[src/rtl/qmu_pkg.sv]
package qmu_pkg;
  localparam int BYTE_W    = 8;
  localparam int FRAME_MAX = 11;
  localparam int SHIFT_W   = BYTE_W + 1;
  localparam int LEN_W     = $clog2(FRAME_MAX + 1);

  localparam int CB_RXDONE = 0;
  localparam int CB_TXDONE = 1;
  localparam int CB_RXNINE = 2;
  localparam int CB_TXNINE = 3;
  localparam int CB_RXEN   = 4;
  localparam int CB_MODELO = 6;

  typedef enum logic [1:0] {
    MODE_SHORT  = 2'd0,
    MODE_BYTE   = 2'd1,
    MODE_NINE   = 2'd2,
    MODE_PARITY = 2'd3
  } mode_e;

  typedef enum logic [1:0] {
    RX_IDLE  = 2'd0,
    RX_START = 2'd1,
    RX_BITS  = 2'd2
  } rxState_e;

  typedef struct packed {
    logic              loadTx;
    logic [BYTE_W-1:0] txByte;
    mode_e             mode;
    logic              ninthTx;
    logic              rxEnable;
    logic              holdBusy;
  } ctl2dp_t;

  typedef struct packed {
    logic txFinished;
    logic rxCommit;
    logic ninthRx;
  } dp2ctl_t;
endpackage

[src/rtl/qmu_ctrl.sv]
module qmu_ctrl
  import qmu_pkg::*;
(
  input  logic              clk,
  input  logic              rstN,
  input  logic              busAddr,
  input  logic              busWr,
  input  logic [BYTE_W-1:0] busWdata,
  output logic [BYTE_W-1:0] busRdata,
  output logic              irq,
  input  logic [BYTE_W-1:0] holdByte,
  input  logic              txBusy,
  input  dp2ctl_t           stat,
  output ctl2dp_t           cmd
);
  mode_e modeQ;
  logic  rxEnQ, tx9Q, rx9Q, txDoneQ, rxDoneQ;
  logic  ctrlWr, dataWr;
  logic  [BYTE_W-1:0] ctrlImage;
  logic  unusedWdata;

  assign ctrlWr      = busWr & busAddr;
  assign dataWr      = busWr & ~busAddr;
  assign unusedWdata = ^{busWdata[5], busWdata[CB_RXNINE]};

  always_ff @(posedge clk) begin
    if (!rstN) begin
      modeQ   <= MODE_SHORT;
      rxEnQ   <= 1'b0;
      tx9Q    <= 1'b0;
      rx9Q    <= 1'b0;
      txDoneQ <= 1'b0;
      rxDoneQ <= 1'b0;
    end else begin
      if (ctrlWr) begin
        modeQ   <= mode_e'(busWdata[CB_MODELO+1:CB_MODELO]);
        rxEnQ   <= busWdata[CB_RXEN];
        tx9Q    <= busWdata[CB_TXNINE];
        txDoneQ <= busWdata[CB_TXDONE];
        rxDoneQ <= busWdata[CB_RXDONE];
      end
      // hardware events override a same-cycle software write
      if (stat.txFinished) txDoneQ <= 1'b1;
      if (stat.rxCommit) begin
        rxDoneQ <= 1'b1;
        rx9Q    <= stat.ninthRx;
      end
    end
  end

  always_comb begin
    ctrlImage                        = '0;
    ctrlImage[CB_MODELO+1:CB_MODELO] = modeQ;
    ctrlImage[CB_RXEN]               = rxEnQ;
    ctrlImage[CB_TXNINE]             = tx9Q;
    ctrlImage[CB_RXNINE]             = rx9Q;
    ctrlImage[CB_TXDONE]             = txDoneQ;
    ctrlImage[CB_RXDONE]             = rxDoneQ;
  end

  assign busRdata = busAddr ? ctrlImage : holdByte;
  assign irq      = txDoneQ | rxDoneQ;

  always_comb begin
    cmd.loadTx   = dataWr & ~txBusy;
    cmd.txByte   = busWdata;
    cmd.mode     = modeQ;
    cmd.ninthTx  = tx9Q;
    cmd.rxEnable = rxEnQ;
    cmd.holdBusy = rxDoneQ;
  end
endmodule

[src/rtl/qmu_datapath.sv]
module qmu_datapath
  import qmu_pkg::*;
#(
  parameter int OVERSAMPLE = 16
) (
  input  logic              clk,
  input  logic              rstN,
  input  logic              txTick,
  input  logic              rxTick,
  input  logic              rxIn,
  input  ctl2dp_t           cmd,
  output dp2ctl_t           stat,
  output logic              txOut,
  output logic              txBusy,
  output logic              rxIdle,
  output logic [BYTE_W-1:0] holdByte
);
  localparam int CNT_W = $clog2(OVERSAMPLE);
  localparam int HALF  = OVERSAMPLE / 2;
  localparam logic [CNT_W-1:0] SUB_LAST = CNT_W'(OVERSAMPLE - 1);
  localparam logic [CNT_W-1:0] SUB_MID  = CNT_W'(HALF - 1);

  // ---------------- transmitter ----------------
  logic [FRAME_MAX-1:0] frameVec, txShift;
  logic [LEN_W-1:0]     frameLen, txLeft;

  always_comb begin
    frameVec = '1;
    frameLen = LEN_W'(FRAME_MAX);
    unique case (cmd.mode)
      MODE_SHORT: begin
        frameVec[BYTE_W:0] = {1'b1, cmd.txByte[BYTE_W-2:0], 1'b0};
        frameLen           = LEN_W'(BYTE_W + 1);
      end
      MODE_BYTE: begin
        frameVec[BYTE_W+1:0] = {1'b1, cmd.txByte, 1'b0};
        frameLen             = LEN_W'(BYTE_W + 2);
      end
      MODE_NINE:   frameVec = {1'b1, cmd.ninthTx, cmd.txByte, 1'b0};
      MODE_PARITY: frameVec = {1'b1, ^cmd.txByte, cmd.txByte, 1'b0};
      default: ;
    endcase
  end

  always_ff @(posedge clk) begin
    if (!rstN) begin
      txBusy  <= 1'b0;
      txOut   <= 1'b1;
      txShift <= '1;
      txLeft  <= '0;
    end else if (cmd.loadTx) begin
      txBusy  <= 1'b1;
      txShift <= frameVec;
      txLeft  <= frameLen;
    end else if (txBusy && txTick) begin
      if (txLeft != '0) begin
        txOut   <= txShift[0];
        txShift <= {1'b1, txShift[FRAME_MAX-1:1]};
        txLeft  <= txLeft - 1'b1;
      end else begin
        txBusy <= 1'b0;
      end
    end
  end

  assign stat.txFinished = txBusy & txTick & (txLeft == '0);

  // ---------------- receiver ----------------
  rxState_e           rxState;
  mode_e              rxMode;
  logic [CNT_W-1:0]   sub;
  logic [3:0]         idx, lastIdx;
  logic [SHIFT_W-1:0] rxShift, shNext, finalVec;
  logic [BYTE_W-1:0]  dataOut;
  logic               sampleNow, lastNow, shiftThis, ninthMode;

  assign ninthMode = (rxMode == MODE_NINE) || (rxMode == MODE_PARITY);

  always_comb begin
    unique case (rxMode)
      MODE_SHORT: lastIdx = 4'(BYTE_W - 1);
      MODE_BYTE:  lastIdx = 4'(BYTE_W);
      default:    lastIdx = 4'(BYTE_W + 1);
    endcase
  end

  assign sampleNow = rxTick && (rxState == RX_BITS) && (sub == SUB_LAST);
  assign lastNow   = sampleNow && (idx == lastIdx);
  assign shiftThis = !(ninthMode && idx == lastIdx);
  assign shNext    = {rxIn, rxShift[SHIFT_W-1:1]};
  assign finalVec  = ninthMode ? rxShift : shNext;
  assign dataOut   = (rxMode == MODE_SHORT) ? {1'b0, finalVec[BYTE_W-1:1]}
                                            : finalVec[BYTE_W-1:0];

  assign stat.rxCommit = lastNow && cmd.rxEnable && !cmd.holdBusy;
  assign stat.ninthRx  = finalVec[SHIFT_W-1];
  assign rxIdle        = (rxState == RX_IDLE);

  always_ff @(posedge clk) begin
    if (!rstN) begin
      rxState <= RX_IDLE;
      rxMode  <= MODE_SHORT;
      sub     <= '0;
      idx     <= '0;
      rxShift <= '1;
    end else if (!cmd.rxEnable) begin
      rxState <= RX_IDLE;
    end else if (rxTick) begin
      unique case (rxState)
        RX_IDLE: if (!rxIn) begin
          rxState <= RX_START;
          sub     <= '0;
          rxShift <= '1;
          rxMode  <= cmd.mode;
        end
        RX_START: begin
          if (sub == SUB_MID) begin
            sub     <= '0;
            idx     <= '0;
            rxState <= rxIn ? RX_IDLE : RX_BITS;
          end else begin
            sub <= sub + 1'b1;
          end
        end
        RX_BITS: begin
          sub <= (sub == SUB_LAST) ? '0 : sub + 1'b1;
          if (sub == SUB_LAST) begin
            if (shiftThis) rxShift <= shNext;
            idx <= idx + 1'b1;
            if (idx == lastIdx) rxState <= RX_IDLE;
          end
        end
        default: rxState <= RX_IDLE;
      endcase
    end
  end

  always_ff @(posedge clk) begin
    if (!rstN)              holdByte <= '0;
    else if (stat.rxCommit) holdByte <= dataOut;
  end
endmodule

[src/rtl/quad_mode_uart.sv]
module quad_mode_uart
  import qmu_pkg::*;
#(
  parameter int OVERSAMPLE = 16
) (
  input  logic              clk,
  input  logic              rstN,
  input  logic              busAddr,
  input  logic              busWr,
  input  logic [BYTE_W-1:0] busWdata,
  output logic [BYTE_W-1:0] busRdata,
  input  logic              txTick,
  input  logic              rxTick,
  input  logic              rxIn,
  output logic              txOut,
  output logic              irq
);
  ctl2dp_t           cmd;
  dp2ctl_t           stat;
  logic              txBusy, rxIdle;
  logic [BYTE_W-1:0] holdByte;

  qmu_ctrl ctrl_i (
    .clk(clk), .rstN(rstN), .busAddr(busAddr), .busWr(busWr),
    .busWdata(busWdata), .busRdata(busRdata), .irq(irq),
    .holdByte(holdByte), .txBusy(txBusy), .stat(stat), .cmd(cmd)
  );

  qmu_datapath #(.OVERSAMPLE(OVERSAMPLE)) dp_i (
    .clk(clk), .rstN(rstN), .txTick(txTick), .rxTick(rxTick), .rxIn(rxIn),
    .cmd(cmd), .stat(stat), .txOut(txOut), .txBusy(txBusy),
    .rxIdle(rxIdle), .holdByte(holdByte)
  );
endmodule

[config.mk]
export PLATFORM = sky130hd
export DESIGN_NAME = quad_mode_uart
export DESIGN_NICKNAME = d
export VERILOG_FILES = /design/src/rtl/qmu_pkg.sv /design/src/rtl/qmu_ctrl.sv /design/src/rtl/qmu_datapath.sv /design/src/rtl/quad_mode_uart.sv
export SDC_FILE = /design/constraint.sdc
export NUM_CORES = 1
export LEC_CHECK = 0
export ABC_AREA = 1
export BUFFER_PORTS_ARGS = -buffer_cell sky130_fd_sc_hd__buf_2
export CORE_UTILIZATION = 55
export DETAILED_ROUTE_END_ITERATION = 10
export HOLD_SLACK_MARGIN = 0.1
export PLACE_DENSITY = 0.74
export REMOVE_ABC_BUFFERS = 1
export SLEW_MARGIN = 0
export SYNTH_ARGS = -nofsm -noshare
export SYNTH_HDL_FRONTEND = slang
export SYNTH_HIERARCHICAL = 1
export SYNTH_SLANG_ARGS = --single-unit
[constraint.sdc]
create_clock -name clk -period 2.2 [get_ports clk]
set_input_delay 0.11 -clock clk [delete_from_list [all_inputs] [get_ports clk]]
set_output_delay 0.11 -clock clk [all_outputs]
set_load 0.05 [all_outputs]
==> results by group <==
Yosys
  • Synth Area in Adders: 3.73%
  • Ys async rst share: 0%
  • Post-synthesis mux area share: 1.87%
  • Synth Area in Compound Gates: 13.8%
  • Seq cells post-synth: 52
  • Synth Area in XOR/XNOR: 1.70%
  • Largest family of logic cells by synthesized area: simple AND/OR/NAND/NOR gates
  • Post-Syn Area: ~0.0030 mm^2
  • Synth Warn #: 6
  • Synth top cells by count: 115 x nand2_1, 71 x inv_1, 52 x dfxtp_1
  • Netlist cell types: 34
  • Cell taking the most area after synthesis: dfxtp_1
  • Cell with the most instances after synthesis: nand2_1
  • Largest cells by area after synthesis: dfxtp_1 35%, nand2_1 14%, inv_1 8.8%
  • Post-synth top area share: between 30 and 40%
  • Post-Syn Instances: 453
  • Post-Synth Simple-Gate Area: between 30% and 40%
  • Synthesized area per cell: 6.66 um^2
  • Number of synthesized flops with an enable pin: 0
  • Synth Flop Type: dfxtp_1
  • Sequential share of the synthesized area: 34.5%

Floorplan
  • Ports: 25
  • Core area: 0.00520 mm^2
  • Die X: 76.0 um
  • DIE AREA: 0.00578 mm^2
  • Initial core utilization: 57.9%
  • Chip height: 76.0 um
  • Row Count: 26

Route
  • Antenna-violating nets left: 0
  • Via count: 2734
  • DR iter-0 viols: 205
  • DR WL/cell: ~12 um
  • Drt pass-1 iters: 4
  • Drc violations: 0
  • Post-Route WL: 6.41 mm
  • Drt via density: a little over 5

Timing
  • Setup TNS: 0 ns
  • Max_slew headroom: 66.4%
  • Slew @ Worst Pin: 0.502 ns
  • Unrepaired setup endpoints after global routing: false
  • Tmin final: 1.86 ns
  • Period Utilization, post-route: 84.4%
  • Setup violations, final: 0
  • Clk_skew: 0.00706 ns
  • Highest clock rate: 0.539 GHz
  • Hold Fails Final Rpt: 0
  • Slew Limit Fails: 0

Clock network
  • TritonCTS clock tree: yes
  • Clock Sinks: 52
  • Cts hold-fix bufs: 0
  • Clock Latency Late Sink: 0.30 ns
  • Htree depth: 2
  • Resize count post-CTS: 0
  • Post-CTS Setup Inserts: 0
  • Max clock buf depth: 2
  • Root buf cell: clkbuf_8
  • CTS buffer count: 5
  • CTS clock-pin slew for the worst setup and hold paths: 0.09 ns

GRT
  • Congestion Overflow GR: 0
  • GRT Overall Usage: roughly a quarter
  • Global-route wire length before repair: 11.2 mm
  • Vias in the first global route: 2524
  • Initial antenna violation count: 0
  • Largest net degree at the start of global routing: 34

Finish
  • Nets@finish: ~490
  • Area Overhead vs Synth: 6.56%
  • # diodes: 0
  • Fraction of layout cells with a size suffix above 1: 12.2%
  • Util after Layout: 61.7%

Worst setup path
  • Max incr delay on CP: 0.40 ns
  • Crit-path cells: inv_1 > ha_1 > buf_4 > nand2_1 > o211ai_1 > nor2_2 > nand2_4 > nand2_1 > nand3_1
  • Reg-to-Reg Start: dp_i/rxState[0]$_SDFFE_PN0P_
  • Worst r2r dst: dp_i/rxShift[3]$_SDFFE_PN1P_
  • Crit path DAT: 2.04 ns
  • Worst r2r path cells: 9
  • Buf/Inv on CP: 2
  • Crit path top cell by count: nand2_1
  • Top delay family on crit path: simple AND/OR/NAND/NOR gates
  • CP Data Required Time: between 2 and 2.5 ns
  • Setup crit end kind: flip-flop
  • Critical path class: reg2reg
  • R2r setup slk: about 0.34 ns
  • WP depth: 9
  • Max FO, Critical Path: 14
  • CP max stage cell: dfxtp_1
  • Crit start category: flip-flop

Power
  • Sequential Power Share: 55.0%
  • Overall power: 1.83 mW
  • Power Density: 569 mW/mm^2
  • Combinational power share: 15.5%
  • Peak VDD IR: about 0.33 mV
  • Net Sw Frac: between 20% and 30%
  • Leakage: 1.67 nW
  • Clk pwr share: 29.5%
  • P_sw: roughly 0.53 mW
  • P_int: 1.30 mW

Placement
  • # port buffers: 24
  • Routability cong.: 0.854
  • Dpl hpwl: 4.74 mm

Worst hold path
  • Hold Crit Depth: 3
  • Tightest Hold Check Type: in2reg
  • Min-Delay Endpoint: dp_i/txShift[6]$_SDFFE_PN1P_
  • Min-delay src: busWdata[5]

Outcome
  • Status: finished clean

Flow run
  • MaxCap Viol Count: 0
-- power by group through the flow --
stage               Clock, mW  Combinational (mW)  Sequential [mW]
CTS                     0.554               0.282             1.01
detailed placement          0               0.281             1.03
global placement            0               0.274             1.03
global route            0.588               0.320             1.01
floorplan                   0               0.192             1.02
finish                  0.539               0.283             1.01
-- per-stage QoR --
step / setup WS (ns) / cells / hold slack, ns / area [um^2]
6_report: 0.343 / 539 / 0.107 / 3210
5_1_grt: 0.115 / 539 / 0.110 / 3210
4_1_cts: 0.353 / 539 / 0.103 / 3210
3_5_place_dp: 0.363 / 531 / 0.425 / 3120
3_3_place_gp: 0.476 / 531 / 0.411 / 3120
2_1_floorplan: 0.124 / 433 / 0.194 / 2890
-- worst max-delay path by stage --
| stage | slack, ns | to | startpoint |
|---|---|---|---|
| finish | 0.34 | dp_i/rxShift[3]$_SDFFE_PN1P_ | dp_i/rxState[0]$_SDFFE_PN0P_ |
| global route | 0.12 | dp_i/rxShift[1]$_SDFFE_PN1P_ | dp_i/rxState[0]$_SDFFE_PN0P_ |
| CTS | 0.35 | dp_i/rxShift[0]$_SDFFE_PN1P_ | dp_i/rxState[0]$_SDFFE_PN0P_ |
| detailed placement | 0.36 | dp_i/rxShift[0]$_SDFFE_PN1P_ | dp_i/rxState[0]$_SDFFE_PN0P_ |
| global placement | 0.48 | dp_i/rxShift[5]$_SDFFE_PN1P_ | dp_i/rxState[0]$_SDFFE_PN0P_ |
| floorplan | 0.12 | dp_i/txShift[8]$_SDFFE_PN1P_ | dp_i/txBusy$_SDFFE_PN0P_ |
-- metal layers --
| metal | vias up | routed length (um) | GRT usage (%) |
|---|---|---|---|
| li1 | 1455 | - | - |
| met1 | 1213 | 3220 | 31.8 |
| met2 | 56 | 2860 | 39.1 |
| met3 | 10 | 258 | 3.71 |
| met4 | 0 | 78 | 6.54 |
| met5 | - | 0 | 0 |
-- sequential cells by signal, summed over array words and instances (netlist names), 4 cells and up --
| register | flops |
|---|---|
| dp_i/holdByte | 8 |
| dp_i/rxShift | 9 |
| dp_i/sub | 4 |
| dp_i/txShift | 10 |
| dp_i/txLeft | 4 |
| dp_i/idx | 4 |
-- logic make-up (layout without fill, tap and decap cells) --
kind of cell    Yosys count  in the layout
flops                    52             52
fa+ha+maj                 9              9
mux                       5              5
simple gates            218            218
xor+xnor                  5              5
compound gates           71             71
buf+inv                  93            109
-- worst min-delay path, cell delays in order --
cell and delay, ns:
buf_2 0.12, a21oi_1 0.08, o221ai_1 0.07
-- layout make-up --
type / instances / area [um^2]
Tap cell: 70 / 87.6
Timing Repair Buffer: 28 / 150
Sequential cell: 52 / 1040
Clock inverter: 2 / 16.3
Fill cell: 482 / 1990
Inverter: 73 / 274
Clock buffer: 6 / 72.6
Multi-Input combinational cell: 308 / 1570
-- cell usage in the layout (no fill, tap or decap), types with 3 or more instances in the layout --
cell type / instances
buf_2: 24
a21oi_1: 26
o221ai_1: 6
mux2_2: 5
or2_2: 4
nand3_1: 38
buf_4: 4
clkbuf_8: 5
inv_1: 71
a22oi_1: 5
nand2_1: 115
o21ai_0: 25
nor2_1: 47
nand2_2: 4
xor2_1: 3
o211ai_1: 4
dfxtp_1: 52
ha_1: 9
(Power assumes the default switching activity.)
